===== src/rtl/psr_pkg.sv =====
package psr_pkg;
  localparam int unsigned SR_W    = 16;
  localparam int unsigned IMASK_W = 3;
  localparam int unsigned BIT_T1  = 15;
  localparam int unsigned BIT_T0  = 14;
  localparam int unsigned BIT_S   = 13;
  localparam int unsigned BIT_M   = 12;
  localparam int unsigned IMASK_LO = 8;
  localparam int unsigned BIT_X   = 4;
  localparam int unsigned BIT_N   = 3;
  localparam int unsigned BIT_Z   = 2;
  localparam int unsigned BIT_V   = 1;
  localparam int unsigned BIT_C   = 0;

  localparam logic [SR_W-1:0] SR_RESET  = 16'h2700;
  localparam logic [SR_W-1:0] ARCH_MASK = 16'hF71F;

  typedef enum logic [1:0] {TRC_NONE = 2'd0, TRC_ALL = 2'd1, TRC_FLOW = 2'd2} trace_e;
  typedef enum logic [1:0] {STK_USER = 2'd0, STK_INTR = 2'd1, STK_MSTR = 2'd2} stack_e;
  typedef enum logic [1:0] {ALU_ADD = 2'd0, ALU_SUB = 2'd1, ALU_LOG = 2'd2, ALU_LOG2 = 2'd3} alu_kind_e;

  function automatic stack_e stack_of(input logic s, input logic m);
    if (!s)     return STK_USER;
    else if (m) return STK_MSTR;
    else        return STK_INTR;
  endfunction
endpackage


===== src/rtl/psr_status_reg.sv =====
module psr_status_reg
  import psr_pkg::*;
#(
  parameter bit HAS_MASTER     = 1'b1,
  parameter bit HAS_FLOW_TRACE = 1'b1
) (
  input  logic               clk_i,
  input  logic               rst_ni,
  input  logic               sr_wr_i,
  input  logic [SR_W-1:0]    sr_wdata_i,
  input  logic               ccr_wr_i,
  input  logic [7:0]         ccr_wdata_i,
  input  logic               alu_upd_i,
  input  alu_kind_e          alu_kind_i,
  input  logic               alu_msb_i,
  input  logic               alu_zero_i,
  input  logic               alu_cb_i,
  input  logic               alu_ovf_i,
  input  logic               exc_entry_i,
  input  logic               exc_mask_ld_i,
  input  logic [IMASK_W-1:0] exc_mask_i,
  output logic [SR_W-1:0]    sr_q_o,
  output logic [SR_W-1:0]    sr_d_o
);
  localparam logic [SR_W-1:0] ONE_HOT_M  = SR_W'(1) << BIT_M;
  localparam logic [SR_W-1:0] ONE_HOT_T0 = SR_W'(1) << BIT_T0;
  localparam logic [SR_W-1:0] CFG_CLR    = (HAS_MASTER ? '0 : ONE_HOT_M) |
                                           (HAS_FLOW_TRACE ? '0 : ONE_HOT_T0);
  localparam logic [SR_W-1:0] IMPL_MASK  = ARCH_MASK & ~CFG_CLR;

  logic [SR_W-1:0] sr_q, sr_n;

  always_comb begin
    sr_n = sr_q;
    if (exc_entry_i) begin
      sr_n[BIT_S]  = 1'b1;
      sr_n[BIT_T1] = 1'b0;
      sr_n[BIT_T0] = 1'b0;
      if (exc_mask_ld_i) sr_n[IMASK_LO +: IMASK_W] = exc_mask_i;
    end else if (sr_wr_i) begin
      if (sr_q[BIT_S]) sr_n = sr_wdata_i;
      else             sr_n[7:0] = sr_wdata_i[7:0];
    end else if (ccr_wr_i) begin
      sr_n[7:0] = ccr_wdata_i;
    end else if (alu_upd_i) begin
      sr_n[BIT_N] = alu_msb_i;
      sr_n[BIT_Z] = alu_zero_i;
      unique case (alu_kind_i)
        ALU_ADD, ALU_SUB: begin
          sr_n[BIT_V] = alu_ovf_i;
          sr_n[BIT_C] = alu_cb_i;
          sr_n[BIT_X] = alu_cb_i;
        end
        default: begin
          sr_n[BIT_V] = 1'b0;
          sr_n[BIT_C] = 1'b0;
        end
      endcase
    end
    sr_n = sr_n & IMPL_MASK;
  end

  always_ff @(posedge clk_i or negedge rst_ni) begin
    if (!rst_ni) sr_q <= SR_RESET & IMPL_MASK;
    else         sr_q <= sr_n;
  end

  assign sr_q_o = sr_q;
  assign sr_d_o = sr_n;
endmodule


===== src/rtl/psr_trace_decode.sv =====
module psr_trace_decode
  import psr_pkg::*;
(
  input  logic [1:0] tfield_i,
  output trace_e     trace_o
);
  // tfield_i = {T1, T0}; 11 is reserved and treated as off
  always_comb begin
    unique case (tfield_i)
      2'b10:   trace_o = TRC_ALL;
      2'b01:   trace_o = TRC_FLOW;
      default: trace_o = TRC_NONE;
    endcase
  end
endmodule


===== src/rtl/psr_stack_bank.sv =====
module psr_stack_bank
  import psr_pkg::*;
#(
  parameter int unsigned AW         = 32,
  parameter bit          HAS_MASTER = 1'b1
) (
  input  logic          clk_i,
  input  logic          rst_ni,
  input  stack_e        sel_i,
  input  logic          wr_i,
  input  logic [AW-1:0] wdata_i,
  output logic [AW-1:0] rdata_o
);
  localparam int unsigned NUM_SP = HAS_MASTER ? 3 : 2;

  logic [AW-1:0] bank [NUM_SP];

  for (genvar k = 0; k < NUM_SP; k++) begin : g_sp
    logic [AW-1:0] sp_q;
    always_ff @(posedge clk_i or negedge rst_ni) begin
      if (!rst_ni)                                    sp_q <= '0;
      else if (wr_i && (int'(sel_i) == k))            sp_q <= wdata_i;
    end
    assign bank[k] = sp_q;
  end

  always_comb begin
    rdata_o = '0;
    for (int k = 0; k < NUM_SP; k++) begin
      if (int'(sel_i) == k) rdata_o = bank[k];
    end
  end
endmodule


===== src/rtl/psr_stack_unit.sv =====
module psr_stack_unit
  import psr_pkg::*;
#(
  parameter int unsigned AW             = 32,
  parameter bit          HAS_MASTER     = 1'b1,
  parameter bit          HAS_FLOW_TRACE = 1'b1
) (
  input  logic          clk_i,
  input  logic          rst_ni,
  input  logic          sr_wr_i,
  input  logic [15:0]   sr_wdata_i,
  input  logic          ccr_wr_i,
  input  logic [7:0]    ccr_wdata_i,
  input  logic          alu_upd_i,
  input  logic [1:0]    alu_kind_i,
  input  logic          alu_msb_i,
  input  logic          alu_zero_i,
  input  logic          alu_cb_i,
  input  logic          alu_ovf_i,
  input  logic          exc_entry_i,
  input  logic          exc_mask_ld_i,
  input  logic [2:0]    exc_mask_i,
  input  logic          a7_wr_i,
  input  logic [AW-1:0] a7_wdata_i,
  output logic [AW-1:0] a7_rdata_o,
  output logic [15:0]   sr_o,
  output logic [1:0]    trace_o,
  output logic [2:0]    imask_o,
  output logic          super_o,
  output logic [1:0]    stack_sel_o
);
  logic [SR_W-1:0] sr_q, sr_d;
  trace_e          trace_dec;
  stack_e          sel_next;

  psr_status_reg #(
    .HAS_MASTER    (HAS_MASTER),
    .HAS_FLOW_TRACE(HAS_FLOW_TRACE)
  ) u_sr (
    .clk_i        (clk_i),
    .rst_ni       (rst_ni),
    .sr_wr_i      (sr_wr_i),
    .sr_wdata_i   (sr_wdata_i),
    .ccr_wr_i     (ccr_wr_i),
    .ccr_wdata_i  (ccr_wdata_i),
    .alu_upd_i    (alu_upd_i),
    .alu_kind_i   (alu_kind_e'(alu_kind_i)),
    .alu_msb_i    (alu_msb_i),
    .alu_zero_i   (alu_zero_i),
    .alu_cb_i     (alu_cb_i),
    .alu_ovf_i    (alu_ovf_i),
    .exc_entry_i  (exc_entry_i),
    .exc_mask_ld_i(exc_mask_ld_i),
    .exc_mask_i   (exc_mask_i),
    .sr_q_o       (sr_q),
    .sr_d_o       (sr_d)
  );

  psr_trace_decode u_trc (
    .tfield_i({sr_q[BIT_T1], sr_q[BIT_T0]}),
    .trace_o (trace_dec)
  );

  // A7 follows the post-update selection
  assign sel_next = stack_of(sr_d[BIT_S], sr_d[BIT_M]);

  psr_stack_bank #(
    .AW        (AW),
    .HAS_MASTER(HAS_MASTER)
  ) u_sp (
    .clk_i  (clk_i),
    .rst_ni (rst_ni),
    .sel_i  (sel_next),
    .wr_i   (a7_wr_i),
    .wdata_i(a7_wdata_i),
    .rdata_o(a7_rdata_o)
  );

  assign sr_o        = sr_q;
  assign trace_o     = trace_dec;
  assign imask_o     = sr_q[IMASK_LO +: IMASK_W];
  assign super_o     = sr_q[BIT_S];
  assign stack_sel_o = stack_of(sr_q[BIT_S], sr_q[BIT_M]);
endmodule


===== config.mk =====
export PLATFORM = sky130hd
export DESIGN_NAME = psr_stack_unit
export DESIGN_NICKNAME = d
export VERILOG_FILES = /design/src/rtl/psr_pkg.sv /design/src/rtl/psr_status_reg.sv /design/src/rtl/psr_trace_decode.sv /design/src/rtl/psr_stack_bank.sv /design/src/rtl/psr_stack_unit.sv
export SDC_FILE = /design/constraint.sdc
export NUM_CORES = 1
export LEC_CHECK = 0
export ABC_AREA = 1
export BUFFER_PORTS_ARGS = -buffer_cell sky130_fd_sc_hd__buf_2
export CORE_UTILIZATION = 39
export CTS_CLUSTER_DIAMETER = 120
export DETAILED_ROUTE_END_ITERATION = 8
export GPL_ROUTABILITY_DRIVEN = 0
export HOLD_SLACK_MARGIN = 0.1
export SYNTH_ARGS = -nofsm -noshare
export SYNTH_HDL_FRONTEND = slang
export SYNTH_SLANG_ARGS = --single-unit
export TNS_END_PERCENT = 30

===== constraint.sdc =====
create_clock -name clk_i -period 1.68 [get_ports clk_i]
set_input_delay 0.168 -clock clk_i [delete_from_list [all_inputs] [get_ports clk_i]]
set_output_delay 0.168 -clock clk_i [all_outputs]
set_load 0.01 [all_outputs]

==> flow_summary_export.csv <==
group,metric,value,unit
synthesis,ys_ff_latch,108,
status,status,"complete, but fails checks",
power,p_leak,4.005,nW
clock_tree,max-clock-path-buffers,2,
route,drt_iter0_markers,484,
worst_setup_path,worstRegToRegCells,10,
worst_setup_path,critPathKind,"reg2out",
worst_hold_path,holdPathEnd,"u_sp.g_sp[0].sp_q[11]",
clock_tree,cts_root_buffer,"clkbuf_16",
route,routedWlPerCell,15.99,um
synthesis,syn_inst,679,
route,drc,0,
finish,mostFrequentLayoutCell,"nand2_1",
worst_setup_path,reg2reg_from,"u_sr.sr_q_o[13]",
grt,gr-total-overflow,0,
route,ant_nets,0,
finish,area_delta_synth_final,41.29,%
worst_setup_path,crit_required,1.51,ns
finish,design_area,7595,um^2
synthesis,synth.avg_cell_area,7.916,um^2
worst_setup_path,arrival,1.84,ns
route,wl_met2,7753,um
floorplan,dieArea,14260,um^2
placement,place_inst,940,
power,powerDensity,1110,nW/um^2
route,firstDrtPassIters,5,
power,power.total,8.431,mW
flow_run,cap_violations,0,
route,dr_total_vias,5428,
worst_setup_path,crit_path_end_kind,"output pin",
worst_setup_path,start_kind,"flip-flop",
power,irDropWorstVdd,0.6263,mV
sta,report.final.setup_viol,64,
sta,timing.final.crit_period,2.004,ns
synthesis,synth_adder_area_share,0,
finish,layout.cells.non_filler,1010,
worst_setup_path,regToRegSetupSlack,-0.26,ns
worst_hold_path,whs_path_depth,3,
grt,grt_max_degree,61,
synthesis,synthXorXnorAreaFrac,0,
synthesis,synthSimpleGateAreaFrac,0.3980,
sta,worst_hold_slack,0.1112,ns
route,routed_via_density,5.374,
synthesis,ys_seq_area_frac,0.5037,
finish,final_cell_mix,"256 x nand2_1, 104 x dfrtp_1, 92 x nand3_1, 92 x buf_2, 65 x nand4_1",
sta,fin_skew,0.004879,ns
route,highest_layer,"met4",
clock_tree,cts_tree,"built",
placement,io_buffers,116,
clock_tree,cts.clk_slew.worst_paths,0.07,ns
finish,diodes,0,
sta,finalMaxSlewViolations,0,
grt,antenna_found_initial,0,
placement,dpl.hpwl,8809,um
sta,max_freq,0.4991,GHz
sta,hold_viol_final,0,
synthesis,syn_area,5375,um^2
floorplan,io_pins,129,
sta,fin_crit_sh,1.193,
synthesis,synth_top_family_by_area,"simple AND/OR/NAND/NOR gates",
grt,grt_pass1_vias,5068,
synthesis,synth_compound_area_frac,0.01350,
worst_setup_path,critPathMaxFanout,8,
floorplan,chipHeight,119.4,um
clock_tree,htreeDepth,3,
synthesis,muxShareOfSynthArea,0,
floorplan,start_util,0.4027,
grt,grt_pass1_wl,25140,um
route,routed_wl,16150,um
sta,rsz0062_at_grt,"true",
finish,drive_gt1_frac,0.2818,
sta,fin_ws,-0.3238,ns
finish,finalNetCount,904,
synthesis,synth_cell_types,21,
floorplan,coreArea,13350,um^2
worst_hold_path,hold_start,"a7_wdata_i[11]",
grt,grt_use_total,0.2219,
synthesis,yosys_warnings,0,
worst_setup_path,rr_endpoint,"u_sp.g_sp[1].sp_q[13]",
route,met3_length,931,um
clock_tree,insertion_delay,0.35,ns
clock_tree,cts_buffers,9,
clock_tree,clock-sinks,108,
status,violations,"negative setup slack",
route,wl_met1,7215,um
sta,setup-tns-final,-16.10,ns
placement,dpl_cell_area,6195,um^2
floorplan,num_rows,42,
floorplan,die_w,119.4,um
worst_hold_path,hold_path_class,"in2reg",
==> through the flow <==
stage	worst slack, ns	util
final	-0.3238	0.5690
after CTS	-0.2812	0.5339
after global routing	-0.3698	0.5690
after floorplan	0.1157	-
after global placement	0.01187	0.4641
after detailed placement	-0.02859	0.4641
==> registers in the layout, summed over array words and instances, names as in the netlist <==
name and cells:
u_sp.g_sp.sp_q 96, u_sr.sr_q_o 12
==> worst max path at each step <==
stage / start / endpoint / cells after the start
after floorplan: u_sr.sr_q_o[13] / a7_rdata_o[23] / 8
after global routing: u_sr.sr_q_o[13] / a7_rdata_o[0] / 6
after CTS: u_sr.sr_q_o[13] / a7_rdata_o[19] / 7
after detailed placement: u_sr.sr_q_o[13] / u_sp.g_sp[1].sp_q[13] / 9
after global placement: u_sr.sr_q_o[13] / u_sp.g_sp[1].sp_q[12] / 9
final: u_sr.sr_q_o[13] / a7_rdata_o[0] / 8
==> power breakdown <==
part / switching [mW] / internal (mW)
sequential: 0.373 / 3.23
combinational: 1.48 / 1.30
clock: 0.914 / 1.14
==> worst max-delay path: stages (launching register included) <==
cell and delay, ns:
dfstp_2 0.60, nand2_4 0.08, nor2_4 0.14, nand2_4 0.08
nand2_8 0.11, buf_12 0.14, nand3_1 0.11, nand3_2 0.12
buf_6 0.11
==> cell usage after synthesis <==
| library cell | number | area (um^2) |
|---|---|---|
| nand2_1 | 262 | 983.4 |
| nand3_1 | 137 | 685.7 |
| dfrtp_1 | 104 | 2603 |
| nand4_1 | 65 | 406.6 |
| buf_2 | 31 | 155.2 |
| inv_1 | 16 | 60.06 |
| buf_4 | 14 | 105.1 |
| o21ai_0 | 8 | 40.04 |
| buf_6 | 7 | 78.83 |
| clkbuf_1 | 7 | 26.28 |
| buf_1 | 6 | 22.52 |
| nor2_1 | 5 | 18.77 |
| dfstp_2 | 4 | 105.1 |
| nand2_2 | 3 | 18.77 |
| o211ai_1 | 3 | 22.52 |
| a21oi_1 | 2 | 10.01 |
| conb_1 | 1 | 3.750 |
| inv_2 | 1 | 3.750 |
| nand3_2 | 1 | 10.01 |
| nor2_4 | 1 | 11.26 |
| nor3_1 | 1 | 5.000 |
==> cell families after synthesis <==
group	count (synthesis)
AND/OR/NAND/NOR	475
buffers and inverters	82
flip-flops	108
other	1
AO/OA/AOI/OAI	13
==> routing by layer <==
metal | track usage | up-vias
met5 | 0 | -
met4 | 0.05703 | 0
met3 | 0.04454 | 20
met2 | 0.3586 | 190
met1 | 0.3043 | 2658
li1 | - | 2560
==> layout make-up <==
| cell class | count | area (um^2) |
|---|---|---|
| clock inverter | 3 | 40.04 |
| sequential | 108 | 2708 |
| inverter | 17 | 66.31 |
| timing repair buffer | 203 | 1803 |
| clock buffer | 11 | 232.7 |
| fill | 1179 | 5753 |
| multi-input combinational | 492 | 2525 |
| tap | 176 | 220.2 |
==> timing repair <==
action / 4_1_cts / 5_1_grt
pin swaps: 2 / 13
gates resized for setup: 21 / 66
cloned: 3 / 4
hold buffers: 42 / 0
buffers inserted: 5 / 3
endpoints found under the setup margin: 54 / 96
endpoints found under the hold margin: 188 / 0
Note: power is estimated with default switching activity, not from simulation.
